`config.mk`:
```
export PLATFORM = sky130hd
export DESIGN_NAME = flit_lock_switch
export DESIGN_NICKNAME = d
export VERILOG_FILES = /design/src/rtl/flit_pkg.sv /design/src/rtl/rr_pick.sv /design/src/rtl/port_lock.sv /design/src/rtl/flit_lock_switch.sv
export SDC_FILE = /design/constraint.sdc
export NUM_CORES = 1
export LEC_CHECK = 0
export BUFFER_PORTS_ARGS = -buffer_cell sky130_fd_sc_hd__buf_2
export CAP_MARGIN = 10
export CELL_PAD_IN_SITES_DETAIL_PLACEMENT = 1
export CELL_PAD_IN_SITES_GLOBAL_PLACEMENT = 1
export CORE_MARGIN = 2
export CORE_UTILIZATION = 35
export DETAILED_ROUTE_END_ITERATION = 8
export PLACE_DENSITY = 0.76
export SETUP_SLACK_MARGIN = 0.1
export SYNTH_ARGS = -nofsm -noshare
export SYNTH_HDL_FRONTEND = slang
export SYNTH_HIERARCHICAL = 1
export SYNTH_SLANG_ARGS = --single-unit
export TNS_END_PERCENT = 20
```
`constraint.sdc`:
```
create_clock -name clk -period 2.9 [get_ports clk]
set_input_delay 0.29 -clock clk [delete_from_list [all_inputs] [get_ports clk]]
set_output_delay 0.29 -clock clk [all_outputs]
set_load 0.01 [all_outputs]
```
`src/rtl/flit_pkg.sv`:
```
package flit_pkg;
  typedef enum logic [1:0] {
    FT_IDLE = 2'b00,
    FT_HEAD = 2'b01,
    FT_BODY = 2'b10,
    FT_TAIL = 2'b11
  } flit_kind_e;
endpackage

```
`src/rtl/rr_pick.sv`:
```
// Round-robin picker: first request at or after ptr, wrapping.
module rr_pick #(
  parameter int N = 3,
  localparam int IW = (N > 1) ? $clog2(N) : 1
) (
  input  logic [N-1:0]  req,
  input  logic [IW-1:0] ptr,
  output logic [N-1:0]  gnt,
  output logic [IW-1:0] gnt_idx,
  output logic          any
);
  always_comb begin
    int idx;
    gnt     = '0;
    gnt_idx = '0;
    any     = 1'b0;
    for (int k = 0; k < N; k++) begin
      idx = (int'(ptr) + k) % N;
      if (!any && req[idx]) begin
        any      = 1'b1;
        gnt[idx] = 1'b1;
        gnt_idx  = IW'(idx);
      end
    end
  end
endmodule

```
`src/rtl/port_lock.sv`:
```
// One output: owner tracking, arbitration pointer and flit mux.
module port_lock
  import flit_pkg::*;
#(
  parameter int N_IN   = 3,
  parameter int DATA_W = 8,
  localparam int IW    = (N_IN > 1) ? $clog2(N_IN) : 1
) (
  input  logic                   clk,
  input  logic                   rst,
  input  logic [N_IN-1:0]        head_req,
  input  logic [N_IN-1:0]        in_valid,
  input  logic [2*N_IN-1:0]      in_type,
  input  logic [N_IN-1:0]        in_last,
  input  logic [N_IN*DATA_W-1:0] in_data,
  input  logic                   out_ready,
  output logic                   out_valid,
  output logic [1:0]             out_type,
  output logic                   out_last,
  output logic [DATA_W-1:0]      out_data,
  output logic [N_IN-1:0]        head_gnt,
  output logic                   busy,
  output logic [IW-1:0]          owner
);
  logic            busy_q;
  logic [IW-1:0]   owner_q;
  logic [IW-1:0]   ptr_q;
  logic [N_IN-1:0] pick_req;
  logic [N_IN-1:0] pick_gnt;
  logic [IW-1:0]   pick_idx;
  logic            pick_any;
  logic [IW-1:0]   sel;
  logic [1:0]      sel_type;
  logic            xfer;

  function automatic logic [IW-1:0] wrap_next(input logic [IW-1:0] v);
    if (int'(v) == N_IN - 1) return '0;
    return IW'(v + 1'b1);
  endfunction

  assign pick_req = busy_q ? '0 : head_req;

  rr_pick #(.N(N_IN)) u_pick (
    .req    (pick_req),
    .ptr    (ptr_q),
    .gnt    (pick_gnt),
    .gnt_idx(pick_idx),
    .any    (pick_any)
  );

  assign sel      = busy_q ? owner_q : pick_idx;
  assign sel_type = in_type[int'(sel)*2 +: 2];

  assign out_valid = busy_q ? (in_valid[sel] && (sel_type == FT_BODY || sel_type == FT_TAIL))
                            : pick_any;
  assign out_type  = sel_type;
  assign out_last  = in_last[sel];
  assign out_data  = in_data[int'(sel)*DATA_W +: DATA_W];
  assign head_gnt  = pick_gnt;
  assign busy      = busy_q;
  assign owner     = owner_q;
  assign xfer      = out_valid && out_ready;

  always_ff @(posedge clk) begin
    if (rst) begin
      busy_q  <= 1'b0;
      owner_q <= '0;
      ptr_q   <= '0;
    end else if (xfer) begin
      if (!busy_q) begin
        if (!out_last) begin
          busy_q  <= 1'b1;
          owner_q <= pick_idx;
        end else begin
          ptr_q <= wrap_next(pick_idx);
        end
      end else if (sel_type == FT_TAIL) begin
        busy_q <= 1'b0;
        ptr_q  <= wrap_next(owner_q);
      end
    end
  end
endmodule

```
`src/rtl/flit_lock_switch.sv`:
```
module flit_lock_switch
  import flit_pkg::*;
#(
  parameter int N_IN   = 3,
  parameter int N_OUT  = 2,
  parameter int DATA_W = 8,
  localparam int IW     = (N_IN > 1) ? $clog2(N_IN) : 1,
  localparam int DEST_W = (N_OUT > 1) ? $clog2(N_OUT) : 1
) (
  input  logic                     clk,
  input  logic                     rst,
  input  logic [N_IN-1:0]          in_valid,
  input  logic [2*N_IN-1:0]        in_type,
  input  logic [N_IN-1:0]          in_last,
  input  logic [N_IN*DEST_W-1:0]   in_dest,
  input  logic [N_IN*DATA_W-1:0]   in_data,
  output logic [N_IN-1:0]          in_ready,
  output logic [N_OUT-1:0]         out_valid,
  output logic [2*N_OUT-1:0]       out_type,
  output logic [N_OUT-1:0]         out_last,
  output logic [N_OUT*DATA_W-1:0]  out_data,
  input  logic [N_OUT-1:0]         out_ready,
  output logic [N_IN-1:0]          proto_err
);
  logic [N_OUT-1:0]    lk_busy;
  logic [N_OUT*IW-1:0] lk_owner;
  logic [N_IN-1:0]     hreq [N_OUT];
  logic [N_IN-1:0]     hgnt [N_OUT];
  logic [N_IN-1:0]     owns;
  logic [N_IN-1:0]     own_rdy;
  logic [N_IN-1:0]     win_rdy;
  logic [N_IN-1:0]     err_now;
  logic [N_IN-1:0]     err_q;

  always_comb begin
    owns    = '0;
    own_rdy = '0;
    win_rdy = '0;
    for (int i = 0; i < N_IN; i++) begin
      for (int o = 0; o < N_OUT; o++) begin
        if (lk_busy[o] && lk_owner[o*IW +: IW] == IW'(i)) begin
          owns[i]    = 1'b1;
          own_rdy[i] = out_ready[o];
        end
        if (hgnt[o][i] && out_ready[o]) win_rdy[i] = 1'b1;
      end
    end
  end

  for (genvar o = 0; o < N_OUT; o++) begin : g_out
    for (genvar i = 0; i < N_IN; i++) begin : g_req
      assign hreq[o][i] = in_valid[i] && in_type[2*i +: 2] == FT_HEAD && !owns[i]
                          && in_dest[i*DEST_W +: DEST_W] == DEST_W'(o);
    end
    port_lock #(.N_IN(N_IN), .DATA_W(DATA_W)) u_lock (
      .clk      (clk),
      .rst      (rst),
      .head_req (hreq[o]),
      .in_valid (in_valid),
      .in_type  (in_type),
      .in_last  (in_last),
      .in_data  (in_data),
      .out_ready(out_ready[o]),
      .out_valid(out_valid[o]),
      .out_type (out_type[2*o +: 2]),
      .out_last (out_last[o]),
      .out_data (out_data[o*DATA_W +: DATA_W]),
      .head_gnt (hgnt[o]),
      .busy     (lk_busy[o]),
      .owner    (lk_owner[o*IW +: IW])
    );
  end

  always_comb begin
    for (int i = 0; i < N_IN; i++) begin
      err_now[i] = 1'b0;
      unique case (in_type[2*i +: 2])
        FT_IDLE: in_ready[i] = 1'b1;
        FT_HEAD: begin
          in_ready[i] = owns[i] ? 1'b1 : win_rdy[i];
          err_now[i]  = in_valid[i] && owns[i];
        end
        default: begin
          in_ready[i] = owns[i] ? own_rdy[i] : 1'b1;
          err_now[i]  = in_valid[i] && !owns[i];
        end
      endcase
    end
  end

  always_ff @(posedge clk) begin
    if (rst) err_q <= '0;
    else     err_q <= err_now;
  end

  assign proto_err = err_q;
endmodule

```
==> results of run 1 <==
[registers in the layout (all words and copies together), names as in the netlist]
signal / count
g_out.u_lock/busy: 2
g_out.u_lock/ptr_q: 4
g_out.u_lock/owner: 4
proto_err: 3
[placed cells by master (no fill, tap or decap), drive strengths merged, types with 3 or more instances in the layout]
master	n
nor2	20
a21oi	25
a31oi	4
o21a	4
nand2b	15
dfxtp	13
a211o	4
nand3b	4
o21ai	25
ha	8
a211oi	10
inv	16
buf	165
nand4	4
nor2b	17
o211ai	4
a22o	3
nor3	6
and2	3
clkbuf	5
mux2i	44
nand3	11
nand2	30
[layer usage]
metal | part of all wire (%) | wire (µm) | up-vias | global-route usage (%)
met5 | 0 | 0 | - | 0
met4 | 2.0 | 231 | 0 | 7.60
met3 | 5.2 | 600 | 17 | 2.29
met2 | 51 | 5870 | 118 | 44.3
met1 | 41 | 4740 | 1665 | 31.1
li1 | - | - | 1554 | -
[cells in the mapped netlist (3+ instances only)]
cell,count
sky130_fd_sc_hd__nand2_1,30
sky130_fd_sc_hd__a22o_2,3
sky130_fd_sc_hd__inv_1,16
sky130_fd_sc_hd__nand4_1,4
sky130_fd_sc_hd__buf_2,6
sky130_fd_sc_hd__o21a_1,4
sky130_fd_sc_hd__nand3_1,11
sky130_fd_sc_hd__ha_1,8
sky130_fd_sc_hd__a211oi_2,6
sky130_fd_sc_hd__a21oi_1,25
sky130_fd_sc_hd__o21ai_1,24
sky130_fd_sc_hd__nand2b_1,15
sky130_fd_sc_hd__mux2i_4,6
sky130_fd_sc_hd__a211oi_1,4
sky130_fd_sc_hd__nor3_1,6
sky130_fd_sc_hd__dfxtp_1,13
sky130_fd_sc_hd__o211ai_1,4
sky130_fd_sc_hd__clkbuf_1,4
sky130_fd_sc_hd__nor2_1,20
sky130_fd_sc_hd__nor2b_1,17
sky130_fd_sc_hd__and2_1,3
sky130_fd_sc_hd__nand3b_1,4
sky130_fd_sc_hd__a31oi_1,4
sky130_fd_sc_hd__mux2i_1,36
[power breakdown]
part,switching [µW],internal (µW),leakage [µW]
logic,237,209,0.00167
registers,4.36,183,0.000109
clock network,85.1,97.8,0.0000228
total,326,490,0.00180
[cells by family (layout without fill, tap and decap cells)]
family	after synthesis	after routing	synth area share, %
buffers and inverters	32	186	7.50
AND/OR/NAND/NOR	127	127	27.1
multiplexers	46	46	21.5
AO/OA/AOI/OAI	106	106	29.8
adder cells (fa/ha/maj)	8	8	3.90
flip-flops	13	13	10.1
[worst reg2reg max path: stages (launching register included)]
cell and delay [ns]:
sky130_fd_sc_hd__dfxtp_2 0.34, sky130_fd_sc_hd__buf_4 0.14, sky130_fd_sc_hd__nand3b_1 0.14, sky130_fd_sc_hd__nand4_1 0.15, sky130_fd_sc_hd__nor2_1 0.18, sky130_fd_sc_hd__nor2b_4 0.25, sky130_fd_sc_hd__nand2b_4 0.08, sky130_fd_sc_hd__o32a_1 0.40
sky130_fd_sc_hd__a21oi_2 0.23, sky130_fd_sc_hd__mux2i_4 0.11, sky130_fd_sc_hd__buf_12 0.15, sky130_fd_sc_hd__mux2i_4 0.20, sky130_fd_sc_hd__buf_6 0.13, sky130_fd_sc_hd__o2111ai_2 0.17, sky130_fd_sc_hd__buf_4 0.16, sky130_fd_sc_hd__mux2i_1 0.19
sky130_fd_sc_hd__nor2_1 0.07
[how the worst min path moves through the flow]
stage                     depth (start not counted)                  endpoint
after floorplan                                   1  g_out[0].u_lock/ptr_q[0]
after global placement                            2  g_out[0].u_lock/ptr_q[0]
after detailed placement                          2  g_out[1].u_lock/ptr_q[0]
after CTS                                         4              proto_err[0]
after global routing                              2  g_out[1].u_lock/owner[0]
final                                             4              proto_err[0]
[layout make-up]
| class | instances | area [µm²] |
|---|---|---|
| Multi-Input combinational cell | 287 | 2410 |
| Clock buffer | 4 | 45.0 |
| Tap cell | 99 | 124 |
| Inverter | 16 | 60.1 |
| Sequential cell | 13 | 270 |
| Timing Repair Buffer | 166 | 1160 |
| Fill cell | 876 | 3110 |
[through the flow]
stage               setup WS [ns]  total power [µW]  utilization (%)
finish                     -0.412               816             56.7
global route               -0.491               856             56.7
CTS                        -0.300               764             51.9
detailed placement         -0.251               567             49.2
global placement           -0.218               555             49.2
floorplan                  0.0740               398                -
[what timing repair did]
item                                    CTS  global route
gates resized for setup                  20            47
endpoints found under the setup margin   37            37
buffers inserted                          6            13
pin swaps                                 8            33
gates cloned                              0             1
==> impl_metrics.prom, run 1 <==
# TYPE chip_impl_metric gauge
chip_impl_metric{name="worstMarginPinSlew",unit="ns"} 0.501
chip_impl_metric{name="worstRegToRegCells",unit=""} 16
chip_impl_metric{name="worst_slack",unit="ns"} -0.412
chip_impl_metric{name="antenna_violations_before_repair",unit=""} 0
chip_impl_metric{name="mappedNetlistNets",unit=""} 383
chip_impl_info{name="worst_setup_path_start_kind",value="flop"} 1
chip_impl_metric{name="synth_cells",unit=""} 332
chip_impl_info{name="setup_repair_after_global_routing_missed_its_margin",value="yes"} 1
chip_impl_metric{name="worst-endpoint-arrival",unit="ns"} 3.02
chip_impl_info{name="worst_path_dominant_cell_family",value="simple AND/OR/NAND/NOR gates"} 1
chip_impl_info{name="top_flip_flop_cell_by_instance_count_after_synthesis",value="sky130_fd_sc_hd__dfxtp_1"} 1
chip_impl_metric{name="drt-vias-per-instance",unit=""} 5.73
chip_impl_info{name="crit_path_cell_trace",value="buf_4 -> nand3b_1 -> nand4_1 -> nor2_1 -> nor2b_4 -> nand2b_4 -> o32a_1 -> a21oi_2 -> mux2i_4 -> buf_12 -> buf_12 -> mux2i_2 -> o21ai_1 -> buf_2"} 1
chip_impl_metric{name="worst-path-buf-inv",unit=""} 4
chip_impl_metric{name="post_synth_instance_area",unit="µm²"} 2570
chip_impl_info{name="min-delay-path-class",value="in -> reg"} 1
chip_impl_info{name="setup.worst_path.end_class",value="primary output"} 1
chip_impl_metric{name="max_slew_margin",unit="%"} 66.6
chip_impl_metric{name="gp_congestion",unit=""} 0.956
chip_impl_metric{name="p_leak",unit="µW"} 0.00180
chip_impl_metric{name="mean_instance_size_in_the_synthesized_netlist",unit="µm²"} 7.74
chip_impl_metric{name="synth_largest_type_area_fraction",unit="%"} 14.0
chip_impl_metric{name="final_cell_count_no_fill",unit=""} 585
chip_impl_metric{name="gr-usage-all-layers",unit="%"} 24.7
chip_impl_metric{name="worst-endpoint-required",unit="ns"} 2.61
chip_impl_metric{name="fmaxAchievable",unit="MHz"} 302
chip_impl_info{name="r2r_start",value="g_out[1].u_lock/busy"} 1
chip_impl_metric{name="drv_slew",unit=""} 0
chip_impl_info{name="synth_area_leader_cell",value="sky130_fd_sc_hd__mux2i_1"} 1
chip_impl_info{name="failed_checks",value="negative setup slack"} 1
chip_impl_metric{name="placement.cell_area",unit="µm²"} 3530
chip_impl_metric{name="die-area",unit="µm²"} 8040
chip_impl_metric{name="finalSetupViolations",unit=""} 37
chip_impl_metric{name="area_added_between_synthesis_and_finish",unit="%"} 58.3
chip_impl_metric{name="ys_types",unit=""} 58
chip_impl_metric{name="die_h",unit="µm"} 89.7
chip_impl_metric{name="worst_ir_drop_vdd",unit="mV"} 0.0808
chip_impl_metric{name="totalNegativeSetupSlack",unit="ns"} -10.75
chip_impl_metric{name="period_share",unit="%"} 114
chip_impl_metric{name="core-area",unit="µm²"} 7180
chip_impl_metric{name="io-pin-count",unit=""} 73
chip_impl_metric{name="antenna_cells",unit=""} 0
chip_impl_metric{name="hpwlAfterDp",unit="mm"} 7.79
chip_impl_metric{name="critical_path_depth",unit=""} 14
chip_impl_metric{name="drt-total-wl",unit="mm"} 11.4
chip_impl_metric{name="cts-buffers-inserted",unit=""} 3
chip_impl_metric{name="fraction_of_final_layout_cells_sized_beyond_drive_strength_1",unit="%"} 51.6
chip_impl_metric{name="cellPowerDensity",unit="nW/µm²"} 201
chip_impl_metric{name="route.detailed.drc",unit=""} 0
chip_impl_metric{name="initial_cell_density_of_the_core",unit="%"} 35.8
chip_impl_metric{name="clock_edge_transition_at_the_registers_on_the_reported_setup_and_hold_paths",unit="ns"} 0.06
chip_impl_info{name="cts-root-buf",value="sky130_fd_sc_hd__clkbuf_8"} 1
chip_impl_info{name="r2r-end",value="g_out[0].u_lock/owner[1]"} 1
chip_impl_metric{name="synth_enable_flop_cells",unit=""} 0
chip_impl_info{name="setup.worst_path.class",value="reg -> out"} 1
chip_impl_metric{name="asyncSetResetFlopFracSynth",unit="%"} 0
chip_impl_metric{name="cts_buffer_depth",unit=""} 2
chip_impl_metric{name="max_capacitance_violation_total",unit=""} 0
chip_impl_metric{name="final_number_of_hold_violating_endpoints",unit=""} 0
chip_impl_metric{name="grt_pass1_vias",unit=""} 3242
chip_impl_info{name="status",value="complete, but fails checks"} 1
chip_impl_metric{name="placement_rows",unit=""} 31
chip_impl_info{name="holdCritStartpoint",value="in_type[1]"} 1
chip_impl_metric{name="final_design_area_no_fill",unit="µm²"} 4070
chip_impl_metric{name="antenna_violating_nets_post_route",unit=""} 0
chip_impl_metric{name="ys_seq_area_share",unit="%"} 10.1
chip_impl_info{name="cp_slowest_cell",value="sky130_fd_sc_hd__o32a_1"} 1
chip_impl_info{name="crit_end",value="out_data[0]"} 1
chip_impl_metric{name="clk_latency",unit="ns"} 0.26
chip_impl_metric{name="remaining_global_route_overflow",unit=""} 0
chip_impl_metric{name="postSynthRegisterBits",unit=""} 13
chip_impl_metric{name="clock_sink_count",unit=""} 13
chip_impl_info{name="cts_tree",value="built"} 1
chip_impl_metric{name="first_pass_iters",unit=""} 4
chip_impl_metric{name="grt_start_max_net_pins",unit=""} 16
chip_impl_metric{name="chipWidth",unit="µm"} 89.7
chip_impl_info{name="crit_path_start",value="g_out[1].u_lock/busy"} 1
chip_impl_info{name="most_numerous_cell_on_the_critical_path",value="sky130_fd_sc_hd__buf_12"} 1
chip_impl_metric{name="placed_cells_incl_taps",unit=""} 561
chip_impl_metric{name="grt_pass1_wl",unit="mm"} 15.6
chip_impl_metric{name="finalClockSkew",unit="ns"} 0.00161
chip_impl_metric{name="post_layout_nets",unit=""} 538
chip_impl_metric{name="reg2reg_setup_slack",unit="ns"} -0.31
chip_impl_metric{name="drtIter0Drc",unit=""} 138
chip_impl_metric{name="worst_path_largest_cell_delay",unit="ns"} 0.40
chip_impl_metric{name="total_via_count_in_the_routed_design",unit=""} 3354
chip_impl_metric{name="numPortBuffers",unit=""} 72
chip_impl_info{name="post_synth_main_area_contributors",value="sky130_fd_sc_hd__mux2i_1 (14%), sky130_fd_sc_hd__dfxtp_1 (10%), sky130_fd_sc_hd__mux2i_4 (5.3%)"} 1
chip_impl_metric{name="count_of_h_tree_levels_built_during_cts",unit=""} 1
chip_impl_metric{name="hold_buffers",unit=""} 0
chip_impl_metric{name="yosys_warnings",unit=""} 6
chip_impl_metric{name="period_minus_slack",unit="ns"} 3.31
chip_impl_metric{name="worst_hold_slack",unit="ns"} 0.355
chip_impl_metric{name="routed_wire_length_per_instance",unit="µm"} 19.6
chip_impl_metric{name="cp_max_fo",unit=""} 8
Note: power is estimated with default switching activity, not from simulation.
==> run 2: changes to the inputs <==
- MAX_ROUTING_LAYER: unset -> met4
==> impl_metrics.prom, run 2 (same netlist as run 1, synthesis figures left out) <==
# TYPE chip_impl_metric gauge
chip_impl_metric{name="finalClockSkew",unit="ns"} 0.000930
chip_impl_metric{name="fmaxAchievable",unit="MHz"} 295
chip_impl_metric{name="antenna_violating_nets_post_route",unit=""} 0
chip_impl_metric{name="first_pass_iters",unit=""} 4
chip_impl_info{name="final_cell_mix",value="sky130_fd_sc_hd__buf_4 (77), sky130_fd_sc_hd__buf_2 (72), sky130_fd_sc_hd__mux2i_1 (28), sky130_fd_sc_hd__a21oi_1 (23), sky130_fd_sc_hd__nand2_1 (22)"} 1
chip_impl_metric{name="finalSetupViolations",unit=""} 37
chip_impl_metric{name="die_h",unit="µm"} 89.7
chip_impl_metric{name="worst_ir_drop_vdd",unit="mV"} 0.108
chip_impl_info{name="status",value="complete, but fails checks"} 1
chip_impl_metric{name="final_design_area_no_fill",unit="µm²"} 4080
chip_impl_info{name="cts_tree",value="built"} 1
chip_impl_info{name="setup.worst_path.end_class",value="primary output"} 1
chip_impl_metric{name="cp_max_fo",unit=""} 7
chip_impl_metric{name="remaining_global_route_overflow",unit=""} 0
chip_impl_metric{name="worst-endpoint-required",unit="ns"} 2.61
chip_impl_metric{name="core-area",unit="µm²"} 7180
chip_impl_metric{name="hpwlAfterDp",unit="mm"} 7.81
chip_impl_metric{name="cts-buffers-inserted",unit=""} 3
chip_impl_info{name="cts-root-buf",value="sky130_fd_sc_hd__clkbuf_8"} 1
chip_impl_metric{name="placement_rows",unit=""} 31
chip_impl_metric{name="period_share",unit="%"} 117
chip_impl_metric{name="totalNegativeSetupSlack",unit="ns"} -13.06
chip_impl_metric{name="max_slew_margin",unit="%"} 73.4
chip_impl_metric{name="drv_slew",unit=""} 0
chip_impl_metric{name="cellPowerDensity",unit="nW/µm²"} 201
chip_impl_metric{name="antenna_cells",unit=""} 0
chip_impl_metric{name="worstMarginPinSlew",unit="ns"} 0.398
chip_impl_info{name="layout_commonest_cell",value="sky130_fd_sc_hd__buf_4"} 1
chip_impl_metric{name="drt-total-wl",unit="mm"} 11.5
chip_impl_metric{name="cts_buffer_depth",unit=""} 2
chip_impl_metric{name="die-area",unit="µm²"} 8040
chip_impl_metric{name="area_added_between_synthesis_and_finish",unit="%"} 58.7
chip_impl_metric{name="chipWidth",unit="µm"} 89.7
chip_impl_metric{name="grt_pass1_vias",unit=""} 3418
chip_impl_metric{name="worst_path_largest_cell_delay",unit="ns"} 0.34
chip_impl_metric{name="grt_pass1_wl",unit="mm"} 17.0
chip_impl_metric{name="gr-usage-all-layers",unit="%"} 28.2
chip_impl_metric{name="p_leak",unit="µW"} 0.00180
chip_impl_info{name="r2r_start",value="g_out[0].u_lock/busy"} 1
chip_impl_metric{name="worst-endpoint-arrival",unit="ns"} 3.10
chip_impl_metric{name="route.detailed.drc",unit=""} 0
chip_impl_info{name="holdCritStartpoint",value="in_valid[1]"} 1
chip_impl_info{name="failed_checks",value="negative setup slack"} 1
chip_impl_info{name="min-delay-path-class",value="in -> reg"} 1
chip_impl_metric{name="clock_edge_transition_at_the_registers_on_the_reported_setup_and_hold_paths",unit="ns"} 0.06
chip_impl_info{name="hold_path_end",value="proto_err[1]"} 1
chip_impl_metric{name="drtIter0Drc",unit=""} 102
chip_impl_metric{name="hold_buffers",unit=""} 0
chip_impl_metric{name="io-pin-count",unit=""} 73
chip_impl_metric{name="drt-vias-per-instance",unit=""} 5.62
chip_impl_metric{name="numPortBuffers",unit=""} 72
chip_impl_metric{name="fraction_of_final_layout_cells_sized_beyond_drive_strength_1",unit="%"} 51.0
chip_impl_metric{name="dp_slack",unit="ns"} -0.384
chip_impl_metric{name="clock_sink_count",unit=""} 13
chip_impl_metric{name="total_via_count_in_the_routed_design",unit=""} 3288
chip_impl_metric{name="reg2reg_setup_slack",unit="ns"} -0.37
chip_impl_metric{name="post_layout_nets",unit=""} 538
chip_impl_metric{name="gp_congestion",unit=""} 0.940
chip_impl_metric{name="worstHoldPathCells",unit=""} 3
chip_impl_info{name="cp_slowest_cell",value="sky130_fd_sc_hd__dfxtp_2"} 1
chip_impl_info{name="r2r-end",value="g_out[0].u_lock/ptr_q[1]"} 1
chip_impl_info{name="worst_setup_path_start_kind",value="flop"} 1
chip_impl_info{name="setup.worst_path.class",value="reg -> out"} 1
chip_impl_metric{name="clk_latency",unit="ns"} 0.25
chip_impl_metric{name="grt_start_max_net_pins",unit=""} 16
chip_impl_info{name="setup_repair_after_global_routing_missed_its_margin",value="yes"} 1
chip_impl_info{name="most_numerous_cell_on_the_critical_path",value="sky130_fd_sc_hd__buf_6"} 1
chip_impl_metric{name="final_number_of_hold_violating_endpoints",unit=""} 0
chip_impl_metric{name="initial_cell_density_of_the_core",unit="%"} 35.8
chip_impl_metric{name="period_minus_slack",unit="ns"} 3.39
chip_impl_metric{name="worstRegToRegCells",unit=""} 16
chip_impl_metric{name="max_capacitance_violation_total",unit=""} 0
chip_impl_metric{name="worst_slack",unit="ns"} -0.491
chip_impl_metric{name="placement.cell_area",unit="µm²"} 3520
chip_impl_metric{name="routed_wire_length_per_instance",unit="µm"} 19.7
chip_impl_metric{name="count_of_h_tree_levels_built_during_cts",unit=""} 1
chip_impl_metric{name="antenna_violations_before_repair",unit=""} 0
chip_impl_info{name="crit_path_cell_trace",value="buf_6 -> nand3b_1 -> nand4_1 -> nor2_2 -> nor2b_4 -> buf_6 -> nor3_2 -> o211ai_1 -> a21oi_2 -> mux2i_4 -> buf_12 -> and2_4 -> clkbuf_16 -> nand2_1 -> o21ai_1 -> buf_2"} 1
[run 2: changes by cell type in the layout (fill, tap and decap cells not counted), moves of 4 or more]
| cell | before | now |
|---|---|---|
| sky130_fd_sc_hd__buf_4 | 83 | 77 |
| sky130_fd_sc_hd__a21oi_2 | 6 | 2 |
| sky130_fd_sc_hd__a21oi_1 | 18 | 23 |
| sky130_fd_sc_hd__o21ai_2 | 5 | 9 |
| sky130_fd_sc_hd__o21ai_1 | 19 | 15 |
[run 2: stage by stage]
stage | power, µW | util (%) | std cells | hold WS [ns]
2_1_floorplan | 398 | - | 332 | 0.355
3_3_place_gp | 555 | 49.0 | 559 | 0.493
5_1_grt | 860 | 56.8 | 585 | 0.348
4_1_cts | 781 | 54.3 | 581 | 0.328
3_5_place_dp | 565 | 49.0 | 559 | 0.504
6_report | 820 | 56.8 | 585 | 0.328
[run 2: worst max path at each step]
stage / end / slack (ns) / depth (start not counted) / from
6_report: out_type[1] / -0.49 / 16 / g_out[0].u_lock/busy
3_3_place_gp: g_out[1].u_lock/ptr_q[0] / -0.26 / 14 / in_type[5]
5_1_grt: out_type[1] / -0.62 / 16 / g_out[0].u_lock/busy
4_1_cts: out_valid[0] / -0.36 / 15 / g_out[0].u_lock/busy
3_5_place_dp: g_out[1].u_lock/ptr_q[0] / -0.38 / 14 / in_type[5]
2_1_floorplan: g_out[1].u_lock/ptr_q[0] / 0.07 / 13 / g_out[0].u_lock/owner[0]
[run 2: metal layers]
metal | up-vias | track usage [%] | part of all wire [%]
met2 | 139 | 51.1 | 51
met3 | 29 | 2.38 | 6.0
met1 | 1571 | 32.9 | 41
met5 | - | - | 0
li1 | 1549 | - | -
met4 | 0 | 8.14 | 2.4
[run 2: where the power goes]
part | switching, µW | internal, µW
clock network | 80.7 | 97.6
logic | 239 | 215
registers | 3.51 | 184
total | 323 | 496
[run 2: critical path, delay by kind of cell, from the launching register on]
family	cells	cell delay, ns
AO/OA/AOI/OAI	3	0.48
buffers and inverters	5	0.73
flip-flops	1	0.34
multiplexers	1	0.20
AND/OR/NAND/NOR	7	1.09
[run 2: repair_timing]
item	4_1_cts	5_1_grt
endpoints found under the setup margin	37	37
pin swaps	19	14
buffers inserted	15	3
gates cloned	3	1
resized for setup	38	31
[run 2: area by class of cell]
cell class / instances / area, µm²
clock buffer: 4 / 45.0
fill: 909 / 3100
inverter: 16 / 60.1
multi-input combinational: 289 / 2410
sequential: 13 / 267
tap: 99 / 124
timing repair buffer: 164 / 1170
==> run 3: changes to the inputs <==
- PLACE_DENSITY: 0.76 -> 0.73
- clock period: 2.9 -> 3.7 ns (I/O delays scaled with it)
==> impl_metrics.prom, run 3 (same netlist as run 1, synthesis figures left out) <==
# TYPE chip_impl_metric gauge
chip_impl_info{name="setup.worst_path.end_class",value="primary output"} 1
chip_impl_metric{name="antenna_violating_nets_post_route",unit=""} 0
chip_impl_metric{name="io-pin-count",unit=""} 73
chip_impl_metric{name="worstMarginPinSlew",unit="ns"} 0.406
chip_impl_metric{name="gr-usage-all-layers",unit="%"} 23.5
chip_impl_metric{name="fraction_of_final_layout_cells_sized_beyond_drive_strength_1",unit="%"} 36.3
chip_impl_info{name="final_cell_mix",value="sky130_fd_sc_hd__buf_2 (72), sky130_fd_sc_hd__buf_4 (40), sky130_fd_sc_hd__mux2i_1 (36), sky130_fd_sc_hd__nand2_1 (30), sky130_fd_sc_hd__o21ai_1 (24)"} 1
chip_impl_metric{name="cts-buffers-inserted",unit=""} 3
chip_impl_metric{name="hold_buffers",unit=""} 0
chip_impl_metric{name="core-area",unit="µm²"} 7180
chip_impl_metric{name="cellPowerDensity",unit="nW/µm²"} 168
chip_impl_metric{name="total_via_count_in_the_routed_design",unit=""} 2952
chip_impl_info{name="setup_repair_after_global_routing_missed_its_margin",value="yes"} 1
chip_impl_metric{name="worst-endpoint-arrival",unit="ns"} 3.05
chip_impl_metric{name="clock_edge_transition_at_the_registers_on_the_reported_setup_and_hold_paths",unit="ns"} 0.06
chip_impl_metric{name="worst_path_largest_cell_delay",unit="ns"} 0.42
chip_impl_metric{name="drt-total-wl",unit="mm"} 8.95
chip_impl_info{name="crit_path_cell_trace",value="nor3b_2 -> nor4b_1 -> nor2b_2 -> buf_4 -> mux2i_4 -> mux2i_4 -> buf_4 -> a311oi_1 -> o2bb2ai_1 -> a22o_2 -> nor4b_1 -> mux2i_1 -> buf_2"} 1
chip_impl_metric{name="final_core_util",unit="%"} 46.2
chip_impl_metric{name="drv_slew",unit=""} 0
chip_impl_metric{name="initial_cell_density_of_the_core",unit="%"} 35.8
chip_impl_metric{name="routed_wire_length_per_instance",unit="µm"} 16.8
chip_impl_metric{name="cts_buffer_depth",unit=""} 2
chip_impl_metric{name="max_slew_margin",unit="%"} 72.1
chip_impl_metric{name="hpwlAfterDp",unit="mm"} 6.93
chip_impl_metric{name="grt_start_max_net_pins",unit=""} 16
chip_impl_metric{name="worst-path-buf-inv",unit=""} 3
chip_impl_info{name="setup.worst_path.class",value="reg -> out"} 1
chip_impl_info{name="min-delay-path-class",value="in -> reg"} 1
chip_impl_metric{name="drtIter0Drc",unit=""} 106
chip_impl_metric{name="p_leak",unit="µW"} 0.00147
chip_impl_metric{name="grt_pass1_wl",unit="mm"} 14.5
chip_impl_metric{name="remaining_global_route_overflow",unit=""} 0
chip_impl_metric{name="worst_ir_drop_vdd",unit="mV"} 0.0955
chip_impl_metric{name="count_of_h_tree_levels_built_during_cts",unit=""} 1
chip_impl_metric{name="antenna_cells",unit=""} 0
chip_impl_metric{name="worst-endpoint-required",unit="ns"} 3.33
chip_impl_info{name="cts-root-buf",value="sky130_fd_sc_hd__clkbuf_8"} 1
chip_impl_info{name="worst_setup_path_start_kind",value="flop"} 1
chip_impl_metric{name="final_number_of_hold_violating_endpoints",unit=""} 0
chip_impl_metric{name="post_layout_nets",unit=""} 485
chip_impl_metric{name="area_added_between_synthesis_and_finish",unit="%"} 29.1
chip_impl_metric{name="clk_latency",unit="ns"} 0.25
chip_impl_metric{name="chipWidth",unit="µm"} 89.7
chip_impl_metric{name="placed_cells_incl_taps",unit=""} 515
chip_impl_metric{name="gp_congestion",unit=""} 0.912
chip_impl_metric{name="clock_sink_count",unit=""} 13
chip_impl_metric{name="period_minus_slack",unit="ns"} 3.42
chip_impl_metric{name="grt_pass1_vias",unit=""} 2968
chip_impl_metric{name="cp_max_fo",unit=""} 8
chip_impl_metric{name="placement_rows",unit=""} 31
chip_impl_info{name="worst_path_dominant_cell_family",value="simple AND/OR/NAND/NOR gates"} 1
chip_impl_metric{name="finalClockSkew",unit="ns"} 0.00593
chip_impl_metric{name="finalSetupViolations",unit=""} 0
chip_impl_info{name="layout_commonest_cell",value="sky130_fd_sc_hd__buf_2"} 1
chip_impl_metric{name="totalNegativeSetupSlack",unit="ns"} 0
chip_impl_metric{name="drt-vias-per-instance",unit=""} 5.55
chip_impl_metric{name="numPortBuffers",unit=""} 72
chip_impl_metric{name="antenna_violations_before_repair",unit=""} 0
chip_impl_metric{name="fmaxAchievable",unit="MHz"} 293
chip_impl_info{name="cts_tree",value="built"} 1
chip_impl_metric{name="final_cell_count_no_fill",unit=""} 532
chip_impl_metric{name="period_share",unit="%"} 92.4
chip_impl_info{name="status",value="finished clean"} 1
chip_impl_info{name="cp_slowest_cell",value="sky130_fd_sc_hd__nor3b_2"} 1
chip_impl_metric{name="die_h",unit="µm"} 89.7
chip_impl_metric{name="p_total",unit="µW"} 555
chip_impl_metric{name="route.detailed.drc",unit=""} 0
chip_impl_metric{name="die-area",unit="µm²"} 8040
chip_impl_metric{name="max_capacitance_violation_total",unit=""} 0
chip_impl_metric{name="first_pass_iters",unit=""} 4
[run 3: through the flow]
step / setup slack, ns / area (µm²) / hold WS [ns]
2_1_floorplan: 0.618 / 2570 / 0.435
3_3_place_gp: 0.341 / 3130 / 0.492
3_5_place_dp: 0.205 / 3130 / 0.502
4_1_cts: 0.136 / 3200 / 0.420
5_1_grt: 0.0608 / 3320 / 0.431
6_report: 0.281 / 3320 / 0.425
[run 3: layout make-up]
class                      count  area (µm²)
clock buffer                   3        41.3
multi-input combinational    287        2150
timing repair buffer         113         672
clock inverter                 1        5.00
tap                           99         124
inverter                      16        60.1
fill                         915        3860
sequential                    13         265
[run 3: what timing repair did]
| item | CTS | global route |
|---|---|---|
| gates resized for setup | 3 | 12 |
| endpoints found under the setup margin | 24 | 28 |
| pin swaps | 0 | 4 |
| cloned | 0 | 0 |
| buffers inserted | 2 | 11 |
[run 3: power by group]
part,leakage (µW),internal (µW),total [µW],switching [µW]
combinational,0.00134,121,274,153
sequential,0.000107,144,148,3.80
clock,0.0000255,74.6,134,58.9
[run 3: tightest hold or removal path, delay by kind of cell]
| kind | cells | cell delay [ns] |
|---|---|---|
| buffers and inverters | 1 | 0.14 |
| AOI/OAI and AO/OA | 1 | 0.05 |
| and+or+nand+nor | 1 | 0.08 |
[run 3: final timing paths]
path	startpoint	to	slack, ns	cells after the start
setup / recovery	g_out[1].u_lock/owner[1]	in_ready[0]	0.28	13
hold / removal	in_valid[0]	proto_err[0]	0.43	3
setup reg to reg	g_out[1].u_lock/owner[0]	g_out[0].u_lock/ptr_q[0]	0.46	15
hold reg to reg	g_out[0].u_lock/ptr_q[0]	g_out[0].u_lock/ptr_q[0]	0.51	2
[run 3: routing by layer]
metal	GRT usage, %	routed length, µm	vias to the layer above
met5	-	0	-
met4	4.21	62	0
met3	1.28	379	6
met2	39.8	4350	89
met1	31.2	4160	1418
li1	-	-	1439
